[config.mk]
export PLATFORM = sky130hd
export DESIGN_NAME = ccr_alu
export DESIGN_NICKNAME = d
export VERILOG_FILES = /design/src/rtl/ccr_alu_pkg.sv /design/src/rtl/ccr_addsub.sv /design/src/rtl/ccr_logic.sv /design/src/rtl/ccr_shift.sv /design/src/rtl/ccr_alu.sv
export SDC_FILE = /design/constraint.sdc
export NUM_CORES = 1
export LEC_CHECK = 0
export CAP_MARGIN = 15
export CORE_MARGIN = 2
export CORE_UTILIZATION = 58
export DETAILED_ROUTE_END_ITERATION = 16
export GPL_ROUTABILITY_DRIVEN = 0
export PLACE_DENSITY = 0.91
export SLEW_MARGIN = 5
export SYNTH_ARGS = -nofsm -noshare
export SYNTH_HDL_FRONTEND = slang
export SYNTH_SLANG_ARGS = --single-unit
[constraint.sdc]
create_clock -name vclk -period 7.8
set_input_delay 0.78 -clock vclk [all_inputs]
set_output_delay 0.78 -clock vclk [all_outputs]
set_load 0.005 [all_outputs]
[src/rtl/ccr_alu_pkg.sv]
package ccr_alu_pkg;
  localparam int OP_W  = 5;
  localparam int CC_W  = 5;
  localparam int CC_C  = 0;
  localparam int CC_V  = 1;
  localparam int CC_Z  = 2;
  localparam int CC_N  = 3;
  localparam int CC_H  = 4;

  typedef enum logic [OP_W-1:0] {
    OP_ADD  = 5'd0,
    OP_ADC  = 5'd1,
    OP_SUB  = 5'd2,
    OP_SBC  = 5'd3,
    OP_INC  = 5'd4,
    OP_DEC  = 5'd5,
    OP_AND  = 5'd6,
    OP_OR   = 5'd7,
    OP_XOR  = 5'd8,
    OP_COM  = 5'd9,
    OP_NEG  = 5'd10,
    OP_TST  = 5'd11,
    OP_CMP  = 5'd12,
    OP_PASS = 5'd13,
    OP_ADDW = 5'd14,
    OP_SUBW = 5'd15,
    OP_LSL  = 5'd16,
    OP_LSR  = 5'd17,
    OP_ASR  = 5'd18,
    OP_ROL  = 5'd19,
    OP_ROR  = 5'd20
  } alu_op_e;
endpackage

[src/rtl/ccr_addsub.sv]
module ccr_addsub #(
  parameter int W = 8
) (
  input  logic [W-1:0] x,
  input  logic [W-1:0] y,
  input  logic         cin,
  input  logic         sub,
  output logic [W-1:0] sum,
  output logic         carry,
  output logic         half,
  output logic         ovf
);
  localparam int HW = W / 2;

  logic [W-1:0] y_eff;
  logic         c0;
  logic [W:0]   full;
  logic [HW:0]  nib;

  assign y_eff = sub ? ~y : y;
  assign c0    = sub ? ~cin : cin;
  assign full  = {1'b0, x} + {1'b0, y_eff} + {{W{1'b0}}, c0};
  assign nib   = {1'b0, x[HW-1:0]} + {1'b0, y_eff[HW-1:0]} + {{HW{1'b0}}, c0};

  assign sum   = full[W-1:0];
  assign carry = sub ? ~full[W] : full[W];
  assign half  = nib[HW];
  assign ovf   = (x[W-1] == y_eff[W-1]) && (full[W-1] != x[W-1]);
endmodule

[src/rtl/ccr_logic.sv]
module ccr_logic
  import ccr_alu_pkg::*;
#(
  parameter int W = 8
) (
  input  alu_op_e      op,
  input  logic [W-1:0] a,
  input  logic [W-1:0] b,
  output logic [W-1:0] r
);
  always_comb begin
    case (op)
      OP_AND:  r = a & b;
      OP_OR:   r = a | b;
      OP_XOR:  r = a ^ b;
      OP_COM:  r = ~a;
      default: r = a;
    endcase
  end
endmodule

[src/rtl/ccr_shift.sv]
module ccr_shift
  import ccr_alu_pkg::*;
#(
  parameter int W = 8
) (
  input  alu_op_e      op,
  input  logic [W-1:0] a,
  input  logic         cin,
  output logic [W-1:0] r,
  output logic         cout
);
  always_comb begin
    case (op)
      OP_LSL: begin r = {a[W-2:0], 1'b0};   cout = a[W-1]; end
      OP_LSR: begin r = {1'b0, a[W-1:1]};   cout = a[0];   end
      OP_ASR: begin r = {a[W-1], a[W-1:1]}; cout = a[0];   end
      OP_ROL: begin r = {a[W-2:0], cin};    cout = a[W-1]; end
      OP_ROR: begin r = {cin, a[W-1:1]};    cout = a[0];   end
      default: begin r = a; cout = cin; end
    endcase
  end
endmodule

[src/rtl/ccr_alu.sv]
module ccr_alu
  import ccr_alu_pkg::*;
#(
  parameter int W = 8
) (
  input  logic [OP_W-1:0] op_sel,
  input  logic [2*W-1:0]  opnd_a,
  input  logic [2*W-1:0]  opnd_b,
  input  logic [CC_W-1:0] ccr_in,
  output logic [2*W-1:0]  result,
  output logic [CC_W-1:0] ccr_out,
  output logic            wr_en
);
  localparam int DW = 2 * W;
  localparam logic [W-1:0] ONE = {{(W-1){1'b0}}, 1'b1};

  alu_op_e op;
  assign op = alu_op_e'(op_sel);

  logic [W-1:0] a8, b8;
  assign a8 = opnd_a[W-1:0];
  assign b8 = opnd_b[W-1:0];

  // byte adder operand steering
  logic [W-1:0] bx, by;
  logic         bcin, bsub;
  always_comb begin
    bx = a8; by = b8; bcin = 1'b0; bsub = 1'b0;
    case (op)
      OP_ADC: bcin = ccr_in[CC_C];
      OP_SUB, OP_CMP: bsub = 1'b1;
      OP_SBC: begin bsub = 1'b1; bcin = ccr_in[CC_C]; end
      OP_INC: by = ONE;
      OP_DEC: begin by = ONE; bsub = 1'b1; end
      OP_NEG: begin bx = '0; by = a8; bsub = 1'b1; end
      default: ;
    endcase
  end

  logic [W-1:0] s8;
  logic         c8, h8, v8;
  ccr_addsub #(.W(W)) u_byte_add (
    .x(bx), .y(by), .cin(bcin), .sub(bsub),
    .sum(s8), .carry(c8), .half(h8), .ovf(v8)
  );

  logic [DW-1:0] s16;
  logic          c16, v16, h16_unused;
  ccr_addsub #(.W(DW)) u_word_add (
    .x(opnd_a), .y(opnd_b), .cin(1'b0), .sub(op == OP_SUBW),
    .sum(s16), .carry(c16), .half(h16_unused), .ovf(v16)
  );

  logic [W-1:0] l8;
  ccr_logic #(.W(W)) u_logic (.op(op), .a(a8), .b(b8), .r(l8));

  logic [W-1:0] sh8;
  logic         shc;
  ccr_shift #(.W(W)) u_shift (
    .op(op), .a(a8), .cin(ccr_in[CC_C]), .r(sh8), .cout(shc)
  );

  logic [W-1:0] r8;
  logic [CC_W-1:0] f;
  logic is_word, is_byte;

  always_comb begin
    f = ccr_in;
    r8 = '0;
    is_word = 1'b0;
    is_byte = 1'b1;
    wr_en = 1'b1;
    case (op)
      OP_ADD, OP_ADC: begin
        r8 = s8; f[CC_H] = h8; f[CC_C] = c8; f[CC_V] = v8;
      end
      OP_SUB, OP_SBC, OP_NEG: begin
        r8 = s8; f[CC_C] = c8; f[CC_V] = v8;
      end
      OP_CMP: begin
        r8 = s8; f[CC_C] = c8; f[CC_V] = v8; wr_en = 1'b0;
      end
      OP_INC, OP_DEC: begin
        r8 = s8; f[CC_V] = v8;
      end
      OP_AND, OP_OR, OP_XOR, OP_PASS: begin
        r8 = l8; f[CC_V] = 1'b0;
      end
      OP_COM: begin
        r8 = l8; f[CC_C] = 1'b1; f[CC_V] = 1'b0;
      end
      OP_TST: begin
        r8 = a8; f[CC_C] = 1'b0; f[CC_V] = 1'b0; wr_en = 1'b0;
      end
      OP_LSL, OP_LSR, OP_ASR, OP_ROL, OP_ROR: begin
        r8 = sh8; f[CC_C] = shc; f[CC_V] = sh8[W-1] ^ shc;
      end
      OP_ADDW, OP_SUBW: begin
        is_word = 1'b1; is_byte = 1'b0;
        f[CC_C] = c16; f[CC_V] = v16;
      end
      default: begin
        is_byte = 1'b0; wr_en = 1'b0;
      end
    endcase
    if (is_word) begin
      f[CC_Z] = (s16 == '0);
      f[CC_N] = s16[DW-1];
    end else if (is_byte) begin
      f[CC_Z] = (r8 == '0);
      f[CC_N] = r8[W-1];
    end
  end

  assign result  = is_word ? s16 : {{W{1'b0}}, r8};
  assign ccr_out = f;

  always_comb begin

    com_flags_chk: assert (op != OP_COM || (ccr_out[CC_C] && !ccr_out[CC_V]));

    lsr_sign_chk: assert (op != OP_LSR || (!ccr_out[CC_N] && ccr_out[CC_V] == ccr_out[CC_C]));

    half_keep_chk: assert (op == OP_ADD || op == OP_ADC || ccr_out[CC_H] == ccr_in[CC_H]);

    narrow_result_chk: assert (op == OP_ADDW || op == OP_SUBW || result[DW-1:W] == '0);

    carry_keep_chk: assert (!(op == OP_INC || op == OP_DEC || op == OP_AND || op == OP_OR ||
                              op == OP_XOR || op == OP_PASS) || ccr_out[CC_C] == ccr_in[CC_C]);

    idle_op_chk: assert (op_sel <= 5'd20 || (ccr_out == ccr_in && !wr_en && result == '0));

    no_write_chk: assert (!(op == OP_TST || op == OP_CMP) || !wr_en);
  end
endmodule

==> impl_metrics.ini, run 1 <==
[synthesis]
synth_warnings = 0
synth_cells = 395
netlist_area_um2 = 2729
synthesis.nets = 478
yosysTopAreaCell = ha_1
synth.distinct_cells = 64
synth.area.top_cells = ha_1 (17%), xnor2_1 (9.3%), xor2_1 (6.1%)
synth_area_per_cell_um2 = 6.909
yosys.area.top_type_share_pct = 17.42
ys_seq_area_share_pct = 0

[sta]
timing.final.crit_share_pct = 87.90
worst_slew_pin_slew_ps = 791.2
setup_tns_ps = 0
hold_violations = 0
worst_slack_ps = 943.6
slew_viol_final = 0
max_slew_margin_pct = 45.89
rsz0062_at_grt = false
setup_viol = 0
clock.fmax_ghz = 0.1459
layout_min_cycle_time_ps = 6856

[global_route]
grt_pass1_vias = 3101
antenna_found_initial = 0
grt.met1_usage_pct = 44.70
grt_max_degree = 25
grt_pass1_wl_um = 14390
globalRouteOverflowTotal = 0
use_met2_pct = 57.27
grt_usage_pct = 33.56
grt_busiest_layer = met2
use_met3_pct = 4.282

[cells_and_area]
clock_buffers = 0
fin_nets = 531
seqCellArea_um2 = 0
multi_input_area_um2 = 2544
fillers = 354
num_antenna_cells = 0
syn_to_final_growth_pct = 24.07
flops_and_latches = 0
layout-drive-gt1-share_pct = 3.587

[clocking]
cts_setup_buffers = 0
holdBufCountCts = 0
cts-resized-gates = 0

[floorplanning]
ios = 64
core_area_um2 = 4444
die-area_um2 = 5269
num_rows = 24
start_util_pct = 61.40
die_y_um = 72.59
die_w_um = 72.59

[worst_setup_path]
crit_fanout = 20
cp_slowest_cell = clkdlybuf4s50_1
arrival_ps = 6080
crit_required_ps = 7020
path_cells = clkdlybuf4s50_1 -> nand2b_1 -> o22ai_1 -> nand2_1 -> a22o_1 -> xnor2_1 -> fa_1 -> fa_1 -> a21o_1 -> a21oi_1 -> o211ai_1 -> xor2_1 -> a2111oi_0 -> o211a_1 -> a32oi_1 -> o31ai_1 -> clkdlybuf4s50_1
endpoint_kind = primary output
crit_family = compound AO/OA/AOI/OAI gates
timing.critical_path.buf_inv = 2
crit_path_start_kind = input port
slowest_delay_ps = 940
path_class = input port to primary output

[route]
ant_nets = 0
drc = 0
routedWlPerCell_um = 18.11
dr.pass1.iters = 7
vias = 3346
via_per_inst = 6.719
drt-initial-drc-count = 437
route.final.wire_length_um = 9017

[flow_run]
max-cap-violations = 0

[pwr]
ir_drop_uv = 53.98
power_density_nw_per_um2 = 84.48
p_leak_uw = 0.001438

[worst_hold_path]
hold_path_class = input port to primary output

[place]
io_buffers = 64
hpwl_um = 7181
pre_cts_slack_ps = 1046

[run_status]
status = finished, final reports clean
[where the power goes]
group | internal (uW) | leakage, uW | switching (uW)
Clock | 0 | 0 | 0
Combinational | 134 | 0.00144 | 152
Sequential | 0 | 0 | 0
[tightest hold or removal path, cell delays in order]
cell and delay (ps):
clkdlybuf4s50_1 400, nand2_1 60, o211ai_1 80, clkdlybuf4s50_1 450
[layout by cell type (no fill, tap or decap), types with 5 or more instances in the layout]
cell	netlist	routed
ha_1	38	38
nor3_1	11	11
inv_1	26	26
a21o_1	9	9
o21ai_0	23	23
a22oi_1	17	17
clkdlybuf4s50_1	0	64
nand2_1	32	32
o211ai_1	5	5
xor2_1	19	19
a21oi_1	27	27
xnor2_1	29	29
nand3_1	7	7
nor2_1	44	44
[final cells by class]
cell class,count,area share [%]
Multi-Input combinational cell,350,75.13
Inverter,27,2.993
Timing Repair Buffer,69,19.96
Tap cell,52,1.922
[cells by family (layout without fill, tap and decap cells)]
logic type | Yosys count | after routing | synth area share [%]
XOR/XNOR | 48 | 48 | 15.41
AO/OA/AOI/OAI | 132 | 132 | 34.85
AND/OR/NAND/NOR | 126 | 126 | 22.24
adder cells (fa/ha/maj) | 41 | 41 | 19.62
multiplexers | 3 | 3 | 1.100
buffers and inverters | 45 | 96 | 6.785
[worst paths after layout]
path                  start          to  slack, ps  cells after the start
setup / recovery  op_sel[3]  ccr_out[2]        940                     17
hold / removal    ccr_in[3]  ccr_out[3]       2550                      4
[layer usage]
metal  wire length (um)  vias up
met1               3672     1522
met4                206        0
met3                962       32
li1                   -     1562
met5                  0        -
met2               4175      230
[through the flow]
step	total power [uW]	cell area (um2)	utilization (%)	hold WS [ps]	instances
after floorplan	182.4	2729	-	1665	395
after global placement	272.0	3381	76.07	2544	497
after detailed placement	276.8	3381	76.07	2551	497
after CTS	279.1	3381	76.07	2551	497
after global routing	308.6	3386	76.18	2567	498
final	286.0	3386	76.18	2549	498
[synth_stat cells (all sizes together), types with 4 or more instances]
master / n
a2111oi: 5
a21o: 9
a21oi: 27
a221oi: 4
a22oi: 17
a31oi: 4
and2: 4
buf: 5
clkbuf: 13
ha: 38
inv: 27
nand2: 33
nand3: 7
nor2: 44
nor3: 11
o211ai: 5
o21a: 4
o21ai: 24
xnor2: 29
xor2: 19
Note: power is estimated with default switching activity, not from simulation.
==> run 2: changes to the inputs <==
--- a/config.mk
+++ b/config.mk
@@ -15,3 +15,4 @@
 export SYNTH_ARGS = -nofsm -noshare
 export SYNTH_HDL_FRONTEND = slang
 export SYNTH_SLANG_ARGS = --single-unit
+export TNS_END_PERCENT = 100
==> results of run 2 <==
Final layout, timing and power as in run 1 (identical DEF).
==> run 3: changes to the inputs <==
--- a/config.mk
+++ b/config.mk
@@ -5,6 +5,7 @@
 export SDC_FILE = /design/constraint.sdc
 export NUM_CORES = 1
 export LEC_CHECK = 0
+export ABC_CLOCK_PERIOD_IN_PS = 7800
 export CAP_MARGIN = 15
 export CORE_MARGIN = 2
 export CORE_UTILIZATION = 58
==> results of run 3 <==
Final layout, timing and power as in run 1 (identical DEF).
